==> src/rtl/ts_capture_latch.sv <==
module ts_capture_latch #(
  parameter int TS_W    = 64,
  parameter int DW      = 32,
  parameter int SEQ_W   = 16,
  parameter int AW      = 4,
  parameter int VLD_BIT = 16
) (
  input  logic             clk,
  input  logic             rst_n,
  input  logic [TS_W-1:0]  time_now,
  input  logic             rx_evt,
  input  logic [SEQ_W-1:0] rx_seq,
  input  logic             tx_evt,
  input  logic [SEQ_W-1:0] tx_seq,
  input  logic             rx_rule_load,
  input  logic             reg_wr,
  input  logic [AW-1:0]    reg_addr,
  input  logic [DW-1:0]    reg_wdata,
  output logic [DW-1:0]    reg_rdata
);
  localparam int NP = 2;
  localparam int OVF_BIT = VLD_BIT + 1;
  localparam logic [AW-1:0] A_CTRL = '0;

  logic [NP-1:0]            en_q, vld_q, ovf_q;
  logic [NP-1:0][TS_W-1:0]  ts_q;
  logic [NP-1:0][SEQ_W-1:0] seq_q;

  wire [NP-1:0]            evt    = {tx_evt, rx_evt};
  wire [NP-1:0][SEQ_W-1:0] seq_in = {tx_seq, rx_seq};
  wire                     ctrl_wr = reg_wr && reg_addr == A_CTRL;

  always_ff @(posedge clk) begin
    if (!rst_n)       en_q <= '0;
    else if (ctrl_wr) en_q <= reg_wdata[NP-1:0];
  end

  for (genvar p = 0; p < NP; p++) begin : g_path
    localparam logic [AW-1:0] A_STAT = AW'(1 + 3 * p);
    logic             vld, ovf;
    logic [TS_W-1:0]  ts;
    logic [SEQ_W-1:0] seq;

    wire stat_wr = reg_wr && reg_addr == A_STAT;
    wire en_rise = ctrl_wr && reg_wdata[p] && !en_q[p];
    wire reload  = (p == 0) ? rx_rule_load : 1'b0;
    wire clr_v   = (stat_wr && reg_wdata[VLD_BIT]) || en_rise || reload;
    wire clr_o   = (stat_wr && reg_wdata[OVF_BIT]) || en_rise;
    wire take    = evt[p] && en_q[p] && !vld;
    wire drop    = evt[p] && en_q[p] && vld;

    always_ff @(posedge clk) begin
      if (!rst_n) begin
        vld <= 1'b0;
        ovf <= 1'b0;
        ts  <= '0;
        seq <= '0;
      end else begin
        if (take) begin
          ts  <= time_now;
          seq <= seq_in[p];
        end
        if (take)       vld <= 1'b1;
        else if (clr_v) vld <= 1'b0;
        if (drop)       ovf <= 1'b1;
        else if (clr_o) ovf <= 1'b0;
      end
    end

    assign vld_q[p] = vld;
    assign ovf_q[p] = ovf;
    assign ts_q[p]  = ts;
    assign seq_q[p] = seq;
  end

  always_comb begin
    reg_rdata = '0;
    if (reg_addr == A_CTRL) reg_rdata[NP-1:0] = en_q;
    for (int p = 0; p < NP; p++) begin
      if (reg_addr == AW'(1 + 3 * p)) begin
        reg_rdata[SEQ_W-1:0] = seq_q[p];
        reg_rdata[VLD_BIT]   = vld_q[p];
        reg_rdata[OVF_BIT]   = ovf_q[p];
      end
      if (reg_addr == AW'(2 + 3 * p)) reg_rdata = ts_q[p][DW-1:0];
      if (reg_addr == AW'(3 + 3 * p)) reg_rdata = ts_q[p][TS_W-1:DW];
    end
  end
endmodule

==> config.mk <==
export PLATFORM = sky130hd
export DESIGN_NAME = ts_capture_latch
export DESIGN_NICKNAME = d
export VERILOG_FILES = /design/src/rtl/ts_capture_latch.sv
export SDC_FILE = /design/constraint.sdc
export NUM_CORES = 1
export LEC_CHECK = 0
export ABC_AREA = 1
export BUFFER_PORTS_ARGS = -buffer_cell sky130_fd_sc_hd__buf_2
export CORE_UTILIZATION = 30
export DETAILED_ROUTE_END_ITERATION = 8
export GPL_ROUTABILITY_DRIVEN = 1
export PLACE_DENSITY_LB_ADDON = 0.12
export SLEW_MARGIN = 15
export SYNTH_ARGS = -nofsm -noshare
export SYNTH_HDL_FRONTEND = slang
export SYNTH_SLANG_ARGS = --single-unit
export TNS_END_PERCENT = 50
==> constraint.sdc <==
create_clock -name clk -period 1.1 [get_ports clk]
set_input_delay 0.11 -clock clk [delete_from_list [all_inputs] [get_ports clk]]
set_output_delay 0.11 -clock clk [all_outputs]
set_load 0.005 [all_outputs]
# Yosys cells after proc, flatten, opt, wreduce, memory -nomap -nowiden

Cells that the tools add are included.

Memory bits (writable): 0
Output and inout port bits: 32
Memories kept: 0
Bits in read-only memories: 0
Bits in latches: 0
Input port bits: 138
Logic and storage cells: 61
Register bits after elaboration: 166

Reduce and logical (&&, ||, !) cells: 31
$add $sub $neg: 0
Shift operators: 0
Divide/modulo/power cells: 0
Equal/unequal tests: 6
Bitwise gates (word level): 0
$lt $le $gt $ge: 0
$mul: 0
Muxes and demuxes: 15

Operators with widths:

| operator           | count |
|---|---|
| $mux 32            | 4 |
| $mux 18            | 2 |
| $logic_and 1x1->1  | 17 |
| $eq 4x3->1 const B | 3 |
| $eq 4x2->1 const B | 2 |
| $mux 1             | 8 |
| $reduce_bool 2->1  | 4 |
| $logic_or 1x1->1   | 5 |
| $eq 4x1->1 const B | 1 |
| $logic_not 1->1    | 4 |
| $logic_not 4->1    | 1 |
| $mux 2             | 1 |

# Longest topological paths before layout

Gate-level depths: netlist (run 1).

Depth in word-level cells: 8
Depth in mapped cells: 8
Depth with buffers taken out: 7

# Worst setup path after synthesis (run 1)

Ideal clock, no wire load.

Path type: register to register
Start: register en_q[0]
End: register g_path[0].seq[10]
Cell stages (with the launch flop): 8
Data required time: 984 ps
Data arrival time: 1061 ps
Slack: -76 ps
Clock period less this slack: 1176 ps
Setup time: 116 ps
Path buffers: 2
Path through: dfxtp_1 nand2_1 nor2_2 inv_2 buf_2 clkbuf_1 nor2_1 nor2_1

Longest elaborated chain between the ends: 2

RTL lines:

| what                           | line | RTL |
|---|---|---|
| from (decl)                    | 25   | `logic [NP-1:0] en_q, vld_q, ovf_q;` |
| from (signal assigned)         | 35   | `else if (ctrl_wr) en_q <= reg_wdata[NP-1:0];` |
| $logic_and 1x1->1 (2 in a row) | 49   | `wire take = evt[p] && en_q[p] && !vld;` |
| to (signal assigned)           | 61   | `seq <= seq_in[p];` |
| to (decl)                      | 42   | `logic [SEQ_W-1:0] seq;` |

Every way passes these cells.
A chain may end at the register's enable or synchronous reset.

# Final worst setup path (run 1)

Start: register en_q[0]
End: output reg_rdata[0]

Longest elaborated chain between the ends: 7

RTL lines:

| what      | line | RTL |
|---|---|---|
| $mux 2    | 78   | `if (reg_addr == A_CTRL) reg_rdata[NP-1:0] = en_q;` |
| $mux 18   | 80   | `if (reg_addr == AW'(1 + 3 * p)) begin` |
| $mux 32   | 85   | `if (reg_addr == AW'(2 + 3 * p)) reg_rdata = ts_q[p][DW-1:0];` |
| $mux 32   | 86   | `if (reg_addr == AW'(3 + 3 * p)) reg_rdata = ts_q[p][TS_W-1:DW];` |
| $mux 18   | 80   |  |
| $mux 32   | 85   |  |
| $mux 32   | 86   |  |
| to (decl) | 19   | `output logic [DW-1:0] reg_rdata` |

Every way passes these cells.

==> results of run 1 <==
==> worst max-delay path, stage by stage (launching register included) <==
cell	delay [ns]
dfxtp_2	0.33
buf_6	0.12
nand3_2	0.07
nand3_2	0.07
nor2_2	0.09
nand4_1	0.09
buf_2	0.15
==> final timing paths <==
| kind | end | depth (start not counted) |
|---|---|---|
| worst max-delay path | reg_rdata[0] | 6 |
| worst max register to register | g_path[0].ts[7]$_SDFFE_PN0P_ | 7 |
| worst min-delay path | g_path[1].ts[18]$_SDFFE_PN0P_ | 3 |
| worst min register to register | g_path[0].ts[45]$_SDFFE_PN0P_ | 2 |
==> flip-flops by register name, summed over array words and instances, names as in the netlist <==
register	cells
g_path.seq	32
g_path.ts	128
g_path.vld	2
g_path.ovf	2
en_q	2
==> cell families (layout without fill, tap and decap cells) <==
group / after synthesis / after routing / share of synthesized area, %
DFF: 166 / 166 / 47.8
and+or+nand+nor: 489 / 489 / 29.6
other: 0 / 1 / 0
buffers and inverters: 122 / 430 / 7.09
AOI/OAI and AO/OA: 216 / 216 / 15.5
==> metal layers <==
metal,vias to the layer above,routed length [µm]
met5,-,0
met4,0,649
met3,38,1290
met2,187,13900
met1,3719,14100
li1,3879,-
==> stage by stage <==
stage	TNS (ns)	util [%]	total power [mW]	instance area (µm²)	setup WS, ns
global placement	-10.03	37.1	7.03	8430	-0.229
detailed placement	-9.23	37.1	7.02	8430	-0.230
finish	-36.49	53.5	13.8	12100	-0.354
global route	-48.17	53.5	14.2	12100	-0.421
CTS	-20.81	48.9	13.7	11100	-0.401
floorplan	-0.0540	-	6.50	6970	-0.00504
==> cell usage in the layout, fill, tap and decap left out, types with 4 or more instances in the layout <==
cell type,count
nand2_1,63
nand3_1,55
clkbuf_16,29
o21ai_2,40
o21ai_1,63
buf_4,22
dlygate4sd3_1,100
buf_12,33
inv_1,30
dfxtp_1,143
dfxtp_2,23
buf_16,15
a21oi_1,23
nor2_4,43
inv_2,16
bufbuf_16,5
nand2_2,11
nor2_1,208
buf_2,136
nand4_1,36
a21oi_2,17
buf_8,9
nor2_2,46
nand3_2,21
o21ai_0,73
clkinvlp_4,4
buf_6,16
==> power groups by stage <==
stage | Clock [mW] | Combinational [mW] | Sequential, mW
global placement | 0 | 0.813 | 6.22
finish | 6.23 | 1.44 | 6.08
CTS | 6.31 | 1.29 | 6.08
floorplan | 0 | 0.285 | 6.21
global route | 6.63 | 1.52 | 6.09
detailed placement | 0 | 0.805 | 6.22
==> repair_timing <==
item,CTS,global route
hold endpoints to repair,163,0
setup buffers,18,8
pin swaps,30,51
setup endpoints to repair,165,194
resized for setup,197,223
cloned,18,17
hold buffers,100,0
==> cell type report <==
type | instances | area share (%)
clock inverter | 12 | 1.26
antenna | 1 | 0.0206
inverter | 50 | 1.73
tap | 285 | 2.94
sequential | 166 | 27.6
clock buffer | 20 | 3.68
multi-input combinational | 705 | 32.3
timing repair buffer | 348 | 30.4
==> flow_results.xml, run 1 <==
<?xml version="1.0" encoding="UTF-8"?>
<metrics>
  <group name="run_status">
    <metric name="run_status" unit="">finished, violations left</metric>
    <metric name="failed_checks" unit="">negative setup slack</metric>
  </group>
  <group name="placement">
    <metric name="dp.cells" unit="">1397</metric>
    <metric name="hpwl" unit="µm">15500</metric>
    <metric name="finalWeightedCongestion" unit="">0.806</metric>
    <metric name="port-buffer-count" unit="">141</metric>
  </group>
  <group name="worst_setup_path">
    <metric name="r2r_setup_slack" unit="ns">-0.32</metric>
    <metric name="endpoint_kind" unit="">output port</metric>
    <metric name="worstPathMaxFanout" unit="">2</metric>
    <metric name="critical_path_class" unit="">flop to output port</metric>
    <metric name="required" unit="ns">0.99</metric>
    <metric name="startpoint_type" unit="">flop</metric>
    <metric name="critical_path.startpoint" unit="">en_q[0]$_SDFFE_PN0N_</metric>
    <metric name="r2r-start" unit="">g_path[0].vld$_SDFFE_PN0P_</metric>
    <metric name="endpoint_arrival_time_on_the_critical_path" unit="ns">1.34</metric>
  </group>
  <group name="clock_tree">
    <metric name="worstSkewPairLatency" unit="ns">0.43</metric>
    <metric name="ctsRootBufferMaster" unit="">clkbuf_16</metric>
    <metric name="path_clk_slew" unit="ns">0.06</metric>
    <metric name="cts.path.max_buffers" unit="">2</metric>
    <metric name="cts_tree" unit="">yes</metric>
    <metric name="htreeDepth" unit="">4</metric>
    <metric name="cts_made_buffers" unit="">17</metric>
    <metric name="cts.sinks" unit="">166</metric>
  </group>
  <group name="flow_run">
    <metric name="cap_violations" unit="">0</metric>
  </group>
  <group name="synth">
    <metric name="synth_seq_cells" unit="">166</metric>
    <metric name="post_synth_most_frequent_cells" unit="">nor2_1, dfxtp_1, o21ai_0</metric>
    <metric name="share_of_synthesized_area_occupied_by_flip_flops_and_latches" unit="%">47.8</metric>
    <metric name="syn_inst" unit="">993</metric>
    <metric name="yosysWarnings" unit="">0</metric>
    <metric name="synth.area.top_cells" unit="">dfxtp_1, nor2_1, o21ai_0</metric>
    <metric name="mappedNetlistNets" unit="">1131</metric>
    <metric name="average_cell_area_after_synthesis" unit="µm²">7.01</metric>
    <metric name="synth_async_sr_flop_share" unit="%">0</metric>
    <metric name="synth-edff-count" unit="">0</metric>
    <metric name="netlist-cell-type-count" unit="">18</metric>
    <metric name="post-synth-top-count-cell" unit="">nor2_1</metric>
    <metric name="synth_top_cell_by_area" unit="">dfxtp_1</metric>
    <metric name="synth_top_cell_area_share" unit="%">47.8</metric>
    <metric name="synth_top_flop_cell" unit="">dfxtp_1</metric>
    <metric name="synth_cell_area" unit="µm²">6960</metric>
  </group>
  <group name="route">
    <metric name="drt-vias-per-instance" unit="">4.93</metric>
    <metric name="drtIter0Drc" unit="">519</metric>
    <metric name="post-route-drc-count" unit="">0</metric>
    <metric name="drt-total-wl" unit="µm">29900</metric>
    <metric name="routed_wire_length_per_instance" unit="µm">18.9</metric>
    <metric name="drt_pass1_iterations" unit="">5</metric>
    <metric name="antenna_violating_nets_post_route" unit="">0</metric>
    <metric name="vias" unit="">7823</metric>
  </group>
  <group name="global_routing">
    <metric name="grt.met3_usage" unit="%">4.93</metric>
    <metric name="grt_use_met2" unit="%">38.5</metric>
    <metric name="grt_start_max_net_pins" unit="">44</metric>
    <metric name="grt-ovfl-total" unit="">0</metric>
    <metric name="first_pass_grt_wire_length" unit="µm">42200</metric>
    <metric name="vias_in_the_first_global_route" unit="">7410</metric>
    <metric name="antenna_found_initial" unit="">2</metric>
    <metric name="grt-busiest-layer" unit="">met2</metric>
    <metric name="grtUsageMet1" unit="%">31.2</metric>
    <metric name="grt_util_overall" unit="%">23.3</metric>
  </group>
  <group name="floorplanning">
    <metric name="die_y_extent" unit="µm">154</metric>
    <metric name="core-area" unit="µm²">22700</metric>
    <metric name="die_area" unit="µm²">23800</metric>
    <metric name="die_w" unit="µm">154</metric>
    <metric name="initial_utilization" unit="%">30.6</metric>
    <metric name="rows" unit="">55</metric>
    <metric name="io_pins" unit="">170</metric>
  </group>
  <group name="min_path">
    <metric name="hp-class" unit="">input port to flop</metric>
    <metric name="hold_start" unit="">rst_n</metric>
  </group>
  <group name="power">
    <metric name="switching_component_of_the_power" unit="mW">3.34</metric>
    <metric name="comb_power_share" unit="%">10.5</metric>
    <metric name="leakage" unit="nW">5.11</metric>
    <metric name="cellInternalPower" unit="mW">10.4</metric>
    <metric name="power_frac_seq" unit="%">44.2</metric>
    <metric name="fraction_of_power_spent_switching_nets" unit="%">24.3</metric>
    <metric name="pwr-share-clk" unit="%">45.3</metric>
    <metric name="ir_drop" unit="µV">943</metric>
    <metric name="pwr_density_cell" unit="nW/µm²">1130</metric>
  </group>
  <group name="timing">
    <metric name="setup_viol_count_final" unit="">194</metric>
    <metric name="postLayoutSetupSlackWorst" unit="ns">-0.354</metric>
    <metric name="worstMarginPinSlew" unit="ns">0.235</metric>
    <metric name="timing.final.crit_share" unit="%">132</metric>
    <metric name="clock.fmax" unit="GHz">0.688</metric>
    <metric name="pins_over_slew_limit" unit="">0</metric>
    <metric name="rsz0062_at_grt" unit="">yes</metric>
    <metric name="slew_headroom" unit="%">84.3</metric>
    <metric name="final_hold_vio_count" unit="">0</metric>
    <metric name="timing.clock.skew" unit="ns">0.00854</metric>
    <metric name="hold-worst-slack" unit="ns">0.0400</metric>
    <metric name="timing.final.crit_period" unit="ns">1.45</metric>
  </group>
  <group name="final_layout">
    <metric name="post_layout_nonfiller_instances" unit="">1587</metric>
    <metric name="final_layout_size_suffix_gt1_share" unit="%">38.7</metric>
    <metric name="num-nets-final" unit="">1426</metric>
    <metric name="multi_input_area" unit="µm²">3930</metric>
    <metric name="fill_cells" unit="">2152</metric>
    <metric name="syn_to_final_growth" unit="%">74.6</metric>
    <metric name="register_area" unit="µm²">3350</metric>
  </group>
</metrics>
Power figures use the tool's default switching activity.
==> run 2, diff against run 1 <==
- PLACE_DENSITY: not set -> 0.57
- PLACE_DENSITY_LB_ADDON: 0.12 -> not set
- RECOVER_POWER: not set -> 50
- REMOVE_ABC_BUFFERS: not set -> 1
==> run 2 against run 1 <==
  * The run still ends with negative setup slack left
  * Count of clock-buffer cells in the layout stayed put
  * Die area unchanged
  * Largest power group is now sequential cells
  * Clock skew up 0.0031 ns
  * Critical path type unchanged
  * Register-to-register slack improved by 0.03 ns
  * Sequential share of layout area down 0.49 points
  * Critical endpoint is now reg_rdata[16]
==> flow_results.xml, run 2 (same netlist as run 1, synthesis figures left out) <==
<?xml version="1.0" encoding="UTF-8"?>
<metrics>
  <group name="run_status">
    <metric name="run_status" unit="">finished, violations left</metric>
    <metric name="failed_checks" unit="">negative setup slack</metric>
  </group>
  <group name="floorplanning">
    <metric name="die_area" unit="µm²">23800</metric>
    <metric name="die_y_extent" unit="µm">154</metric>
    <metric name="io_pins" unit="">170</metric>
    <metric name="rows" unit="">55</metric>
    <metric name="initial_utilization" unit="%">30.6</metric>
    <metric name="core-area" unit="µm²">22700</metric>
    <metric name="die_w" unit="µm">154</metric>
  </group>
  <group name="min_path">
    <metric name="hp-class" unit="">input port to flop</metric>
  </group>
  <group name="clock_tree">
    <metric name="ctsRootBufferMaster" unit="">clkbuf_16</metric>
    <metric name="worstSkewPairLatency" unit="ns">0.44</metric>
    <metric name="cts.sinks" unit="">166</metric>
    <metric name="path_clk_slew" unit="ns">0.06</metric>
    <metric name="cts_tree" unit="">yes</metric>
    <metric name="htreeDepth" unit="">4</metric>
    <metric name="cts.path.max_buffers" unit="">2</metric>
    <metric name="cts_made_buffers" unit="">17</metric>
  </group>
  <group name="placement">
    <metric name="port-buffer-count" unit="">141</metric>
    <metric name="finalWeightedCongestion" unit="">0.793</metric>
    <metric name="pre_cts_slack" unit="ns">-0.301</metric>
    <metric name="hpwl" unit="µm">14000</metric>
  </group>
  <group name="final_layout">
    <metric name="final_layout_size_suffix_gt1_share" unit="%">41.5</metric>
    <metric name="max_flop_register" unit="">g_path.ts</metric>
    <metric name="diodes" unit="">0</metric>
    <metric name="largest_register_ff_count" unit="">128</metric>
    <metric name="layout_commonest_cell" unit="">nor2_1</metric>
    <metric name="layout.core_utilization" unit="%">54.3</metric>
    <metric name="commonest_non_fill_non_tap_cells_in_the_layout" unit="">nor2_1, dfxtp_1, buf_2</metric>
    <metric name="syn_to_final_growth" unit="%">77.4</metric>
    <metric name="num-nets-final" unit="">1425</metric>
    <metric name="layout_top_registers" unit="">g_path.ts: 128 flops, g_path.seq: 32 flops</metric>
  </group>
  <group name="power">
    <metric name="pwr_density_cell" unit="nW/µm²">1100</metric>
    <metric name="power.total" unit="mW">13.5</metric>
    <metric name="leakage" unit="nW">5.06</metric>
    <metric name="ir_drop" unit="µV">794</metric>
  </group>
  <group name="route">
    <metric name="drt-vias-per-instance" unit="">5.12</metric>
    <metric name="antenna_violating_nets_post_route" unit="">0</metric>
    <metric name="routed_wire_length_per_instance" unit="µm">18.2</metric>
    <metric name="vias" unit="">8109</metric>
    <metric name="drt-total-wl" unit="µm">28900</metric>
    <metric name="drtIter0Drc" unit="">476</metric>
    <metric name="post-route-drc-count" unit="">0</metric>
    <metric name="drt_pass1_iterations" unit="">7</metric>
  </group>
  <group name="worst_setup_path">
    <metric name="startpoint_type" unit="">flop</metric>
    <metric name="slowest_stage" unit="">dfxtp_2</metric>
    <metric name="required" unit="ns">0.99</metric>
    <metric name="endpoint_arrival_time_on_the_critical_path" unit="ns">1.34</metric>
    <metric name="critical_path_class" unit="">flop to output port</metric>
    <metric name="cp_cell_sequence" unit="">buf_6, nand3_4, o21ai_2, nor2_1, nand4_1, buf_2</metric>
    <metric name="worstPathMaxFanout" unit="">3</metric>
    <metric name="timing.critical_path.slowest_cell_delay" unit="ns">0.33</metric>
    <metric name="timing.critical_path.buf_inv" unit="">2</metric>
    <metric name="critPathTopFamily" unit="">flip-flops</metric>
    <metric name="endpoint_kind" unit="">output port</metric>
  </group>
  <group name="timing">
    <metric name="postLayoutSetupSlackWorst" unit="ns">-0.346</metric>
    <metric name="hold-worst-slack" unit="ns">0.0851</metric>
    <metric name="clock.fmax" unit="GHz">0.692</metric>
    <metric name="timing.final.crit_share" unit="%">131</metric>
    <metric name="final_hold_vio_count" unit="">0</metric>
    <metric name="timing.final.crit_period" unit="ns">1.45</metric>
    <metric name="pins_over_slew_limit" unit="">0</metric>
    <metric name="timing.clock.skew" unit="ns">0.0116</metric>
    <metric name="worstMarginPinSlew" unit="ns">0.436</metric>
    <metric name="final.setup.tns" unit="ns">-44.59</metric>
    <metric name="rsz0062_at_grt" unit="">yes</metric>
    <metric name="setup_viol_count_final" unit="">194</metric>
    <metric name="slew_headroom" unit="%">71.0</metric>
  </group>
  <group name="flow_run">
    <metric name="cap_violations" unit="">0</metric>
  </group>
  <group name="global_routing">
    <metric name="grt_util_overall" unit="%">23.2</metric>
    <metric name="grt_start_max_net_pins" unit="">89</metric>
    <metric name="first_pass_grt_wire_length" unit="µm">42400</metric>
    <metric name="vias_in_the_first_global_route" unit="">7647</metric>
    <metric name="antenna_found_initial" unit="">0</metric>
    <metric name="grt-ovfl-total" unit="">0</metric>
  </group>
</metrics>
==> run 2: worst register-to-register path, delay by kind of cell (launching register included) <==
kind	cells	cell delay (ns)
AO/OA/AOI/OAI	1	0.08
flip-flops	1	0.35
buffers and inverters	4	0.56
AND/OR/NAND/NOR	3	0.34
==> run 2: where the power goes <==
group / internal (mW) / leakage, nW / switching (mW) / total [mW]
sequential: 6.06 / 1.35 / 0.0282 / 6.09
combinational: 0.680 / 3.44 / 0.745 / 1.43
clock: 3.40 / 0.276 / 2.62 / 6.02
total: 10.1 / 5.06 / 3.39 / 13.5
==> run 2: layout make-up <==
type,count,area (µm²)
sequential,166,3340
clock buffer,20,447
timing repair buffer,347,3590
clock inverter,12,129
inverter,50,213
tap,285,357
fill,2034,10400
multi-input combinational,705,4260
==> run 2: per-layer routing <==
layer | vias up | global-route usage (%) | wire length (µm)
met1 | 3859 | 30.4 | 12800
met4 | 0 | 8.44 | 772
li1 | 3888 | - | -
met2 | 309 | 38.2 | 13600
met3 | 53 | 4.15 | 1730
met5 | - | 0 | 0
==> run 2: what timing repair did <==
| item | 4_1_cts | 5_1_grt |
|---|---|---|
| resized for setup | 276 | 228 |
| buffers inserted | 19 | 5 |
| setup endpoints to repair | 193 | 194 |
| endpoints found under the hold margin | 163 | 0 |
| gates cloned | 26 | 10 |
| hold buffers | 100 | 0 |
| pin swaps | 42 | 72 |
==> run 2: metrics by stage <==
stage / instance area (µm²) / cells
finish: 12300 / 1585
global route: 12300 / 1585
CTS: 11500 / 1572
detailed placement: 8250 / 1395
global placement: 8250 / 1395
floorplan: 6650 / 921
==> run 2: final timing paths <==
path,from,end,slack (ns),cells after the start
min,rx_rule_load,g_path[0].vld$_SDFFE_PN0P_,0.09,6
max reg2reg,en_q[1]$_SDFFE_PN0N_,g_path[1].ts[45]$_SDFFE_PN0P_,-0.29,8
min reg2reg,g_path[0].ts[2]$_SDFFE_PN0P_,g_path[0].ts[2]$_SDFFE_PN0P_,0.44,2
max,g_path[0].vld$_SDFFE_PN0P_,reg_rdata[16],-0.35,6
==> run 3, diff against run 2 <==
- PLACE_DENSITY: 0.57 -> 0.53
==> run 3 against run 2 <==
  * The run still ends with negative setup slack left
  * Clock skew shrank 0.0017 ns
  * Clock power grew 3%
  * Sequential cell count is the same
  * Sequential power is essentially flat
  * Non-clock buffer count grew 9
  * Global-route usage grew 1.1 points
  * Via count grew 0.65%
  * Utilization grew 2.2 points
  * Highest routed layer unchanged
  * Sequential share of layout area shrank 1.1 points
  * Hold slack lost 0.032 ns
  * Critical endpoint unchanged
  * Final cell count grew 0.76%
==> flow_results.xml, run 3 (same netlist as run 1, synthesis figures left out) <==
<?xml version="1.0" encoding="UTF-8"?>
<metrics>
  <group name="final_layout">
    <metric name="final_layout_size_suffix_gt1_share" unit="%">44.4</metric>
    <metric name="layout_top_registers" unit="">g_path.ts: 128 flops, g_path.seq: 32 flops</metric>
    <metric name="num-nets-final" unit="">1437</metric>
    <metric name="commonest_non_fill_non_tap_cells_in_the_layout" unit="">nor2_1, dfxtp_1, buf_2</metric>
    <metric name="fill_cells" unit="">2026</metric>
    <metric name="max_flop_register" unit="">g_path.ts</metric>
    <metric name="multi_input_area" unit="µm²">4410</metric>
    <metric name="largest_register_ff_count" unit="">128</metric>
    <metric name="syn_to_final_growth" unit="%">84.6</metric>
    <metric name="register_area" unit="µm²">3340</metric>
    <metric name="layout.core_utilization" unit="%">56.6</metric>
    <metric name="diodes" unit="">0</metric>
    <metric name="layout_commonest_cell" unit="">nor2_1</metric>
  </group>
  <group name="clock_tree">
    <metric name="cts_made_buffers" unit="">17</metric>
    <metric name="path_clk_slew" unit="ns">0.07</metric>
    <metric name="cts.path.max_buffers" unit="">2</metric>
    <metric name="htreeDepth" unit="">4</metric>
    <metric name="worstSkewPairLatency" unit="ns">0.44</metric>
    <metric name="cts.sinks" unit="">166</metric>
    <metric name="cts_tree" unit="">yes</metric>
    <metric name="ctsRootBufferMaster" unit="">clkbuf_16</metric>
  </group>
  <group name="global_routing">
    <metric name="grt_start_max_net_pins" unit="">68</metric>
    <metric name="grt_util_overall" unit="%">24.3</metric>
    <metric name="vias_in_the_first_global_route" unit="">7659</metric>
    <metric name="antenna_found_initial" unit="">0</metric>
    <metric name="grt-ovfl-total" unit="">0</metric>
    <metric name="first_pass_grt_wire_length" unit="µm">43700</metric>
  </group>
  <group name="worst_setup_path">
    <metric name="worstPathMaxFanout" unit="">3</metric>
    <metric name="slowest_stage" unit="">dfxtp_2</metric>
    <metric name="startpoint_type" unit="">flop</metric>
    <metric name="timing.critical_path.slowest_cell_delay" unit="ns">0.33</metric>
    <metric name="endpoint_arrival_time_on_the_critical_path" unit="ns">1.36</metric>
    <metric name="critical_path_class" unit="">flop to output port</metric>
    <metric name="timing.critical_path.buf_inv" unit="">2</metric>
    <metric name="critPathTopFamily" unit="">flip-flops</metric>
    <metric name="cp_cell_sequence" unit="">buf_6, nand3_4, o21ai_2, nor2_1, nand4_1, buf_2</metric>
    <metric name="endpoint_kind" unit="">output port</metric>
    <metric name="required" unit="ns">0.99</metric>
  </group>
  <group name="power">
    <metric name="leakage" unit="nW">5.19</metric>
    <metric name="power.total" unit="mW">13.8</metric>
    <metric name="pwr_density_cell" unit="nW/µm²">1070</metric>
    <metric name="ir_drop" unit="µV">814</metric>
  </group>
  <group name="floorplanning">
    <metric name="io_pins" unit="">170</metric>
    <metric name="die_y_extent" unit="µm">154</metric>
    <metric name="die_area" unit="µm²">23800</metric>
    <metric name="core-area" unit="µm²">22700</metric>
    <metric name="rows" unit="">55</metric>
    <metric name="die_w" unit="µm">154</metric>
    <metric name="initial_utilization" unit="%">30.6</metric>
  </group>
  <group name="route">
    <metric name="vias" unit="">8162</metric>
    <metric name="antenna_violating_nets_post_route" unit="">0</metric>
    <metric name="routed_wire_length_per_instance" unit="µm">19.0</metric>
    <metric name="drtIter0Drc" unit="">596</metric>
    <metric name="drt-total-wl" unit="µm">30400</metric>
    <metric name="drt_pass1_iterations" unit="">5</metric>
    <metric name="post-route-drc-count" unit="">0</metric>
    <metric name="drt-vias-per-instance" unit="">5.11</metric>
  </group>
  <group name="timing">
    <metric name="slew_headroom" unit="%">71.9</metric>
    <metric name="final_hold_vio_count" unit="">0</metric>
    <metric name="postLayoutSetupSlackWorst" unit="ns">-0.371</metric>
    <metric name="hold-worst-slack" unit="ns">0.0528</metric>
    <metric name="timing.clock.skew" unit="ns">0.00994</metric>
    <metric name="final.setup.tns" unit="ns">-38.17</metric>
    <metric name="timing.final.crit_share" unit="%">134</metric>
    <metric name="worstMarginPinSlew" unit="ns">0.422</metric>
    <metric name="timing.final.crit_period" unit="ns">1.47</metric>
    <metric name="setup_viol_count_final" unit="">194</metric>
    <metric name="pins_over_slew_limit" unit="">0</metric>
    <metric name="clock.fmax" unit="GHz">0.680</metric>
    <metric name="rsz0062_at_grt" unit="">yes</metric>
  </group>
  <group name="flow_run">
    <metric name="cap_violations" unit="">0</metric>
  </group>
  <group name="placement">
    <metric name="pre_cts_slack" unit="ns">-0.294</metric>
    <metric name="finalWeightedCongestion" unit="">0.806</metric>
    <metric name="hpwl" unit="µm">14400</metric>
    <metric name="port-buffer-count" unit="">141</metric>
  </group>
  <group name="run_status">
    <metric name="failed_checks" unit="">negative setup slack</metric>
    <metric name="run_status" unit="">finished, violations left</metric>
  </group>
  <group name="min_path">
    <metric name="hp-class" unit="">input port to flop</metric>
  </group>
</metrics>
-- run 3: worst paths after layout --
path / from / to / slack, ns / cells past startpoint
setup / recovery: g_path[0].vld$_SDFFE_PN0P_ / reg_rdata[16] / -0.37 / 6
hold / removal: rx_rule_load / g_path[0].vld$_SDFFE_PN0P_ / 0.05 / 6
setup reg to reg: en_q[1]$_SDFFE_PN0N_ / g_path[1].ts[54]$_SDFFE_PN0P_ / -0.29 / 9
hold reg to reg: g_path[0].ts[40]$_SDFFE_PN0P_ / g_path[0].ts[40]$_SDFFE_PN0P_ / 0.44 / 2
-- run 3: repair_timing --
item                                    in CTS  in global routing
gates resized for setup                    355                232
endpoints found under the setup margin     189                196
pin swaps                                   48                 54
cloned                                      33                 12
hold buffers                                99                  0
hold endpoints to repair                   161                  0
buffers inserted                            22                 12
-- run 3: final cells by class --
class,instances,area share [%]
Timing Repair inverter,3,0.594
Timing Repair Buffer,356,29.7
Sequential cell,166,26.0
Clock inverter,9,0.925
Clock buffer,23,3.80
Inverter,50,1.86
Multi-Input combinational cell,705,34.3
Tap cell,285,2.78
-- run 3: power breakdown --
part | internal [mW] | switching (mW)
registers | 6.06 | 0.0281
logic | 0.710 | 0.779
clock network | 3.61 | 2.61
-- run 3: per-stage QoR --
step,area [µm²],instances
4_1_cts,12000,1585
3_5_place_dp,8360,1400
2_1_floorplan,6650,921
6_report,12800,1597
5_1_grt,12800,1597
3_3_place_gp,8360,1400
-- run 3: routing by layer --
metal | share of wire, % | routed length (µm) | GRT usage [%] | vias to the layer above
li1 | - | - | - | 3907
met1 | 45 | 13800 | 32.7 | 3896
met2 | 47 | 14200 | 38.9 | 311
met3 | 5.9 | 1780 | 4.12 | 48
met4 | 2.2 | 673 | 9.38 | 0
met5 | 0 | 0 | 0 | -
-- run 3: tightest hold or removal path, stage by stage --
cell     delay, ns
buf_2         0.10
nor2_1        0.04
nand2_1       0.05
inv_1         0.04
nand2_1       0.06
a21oi_2       0.05
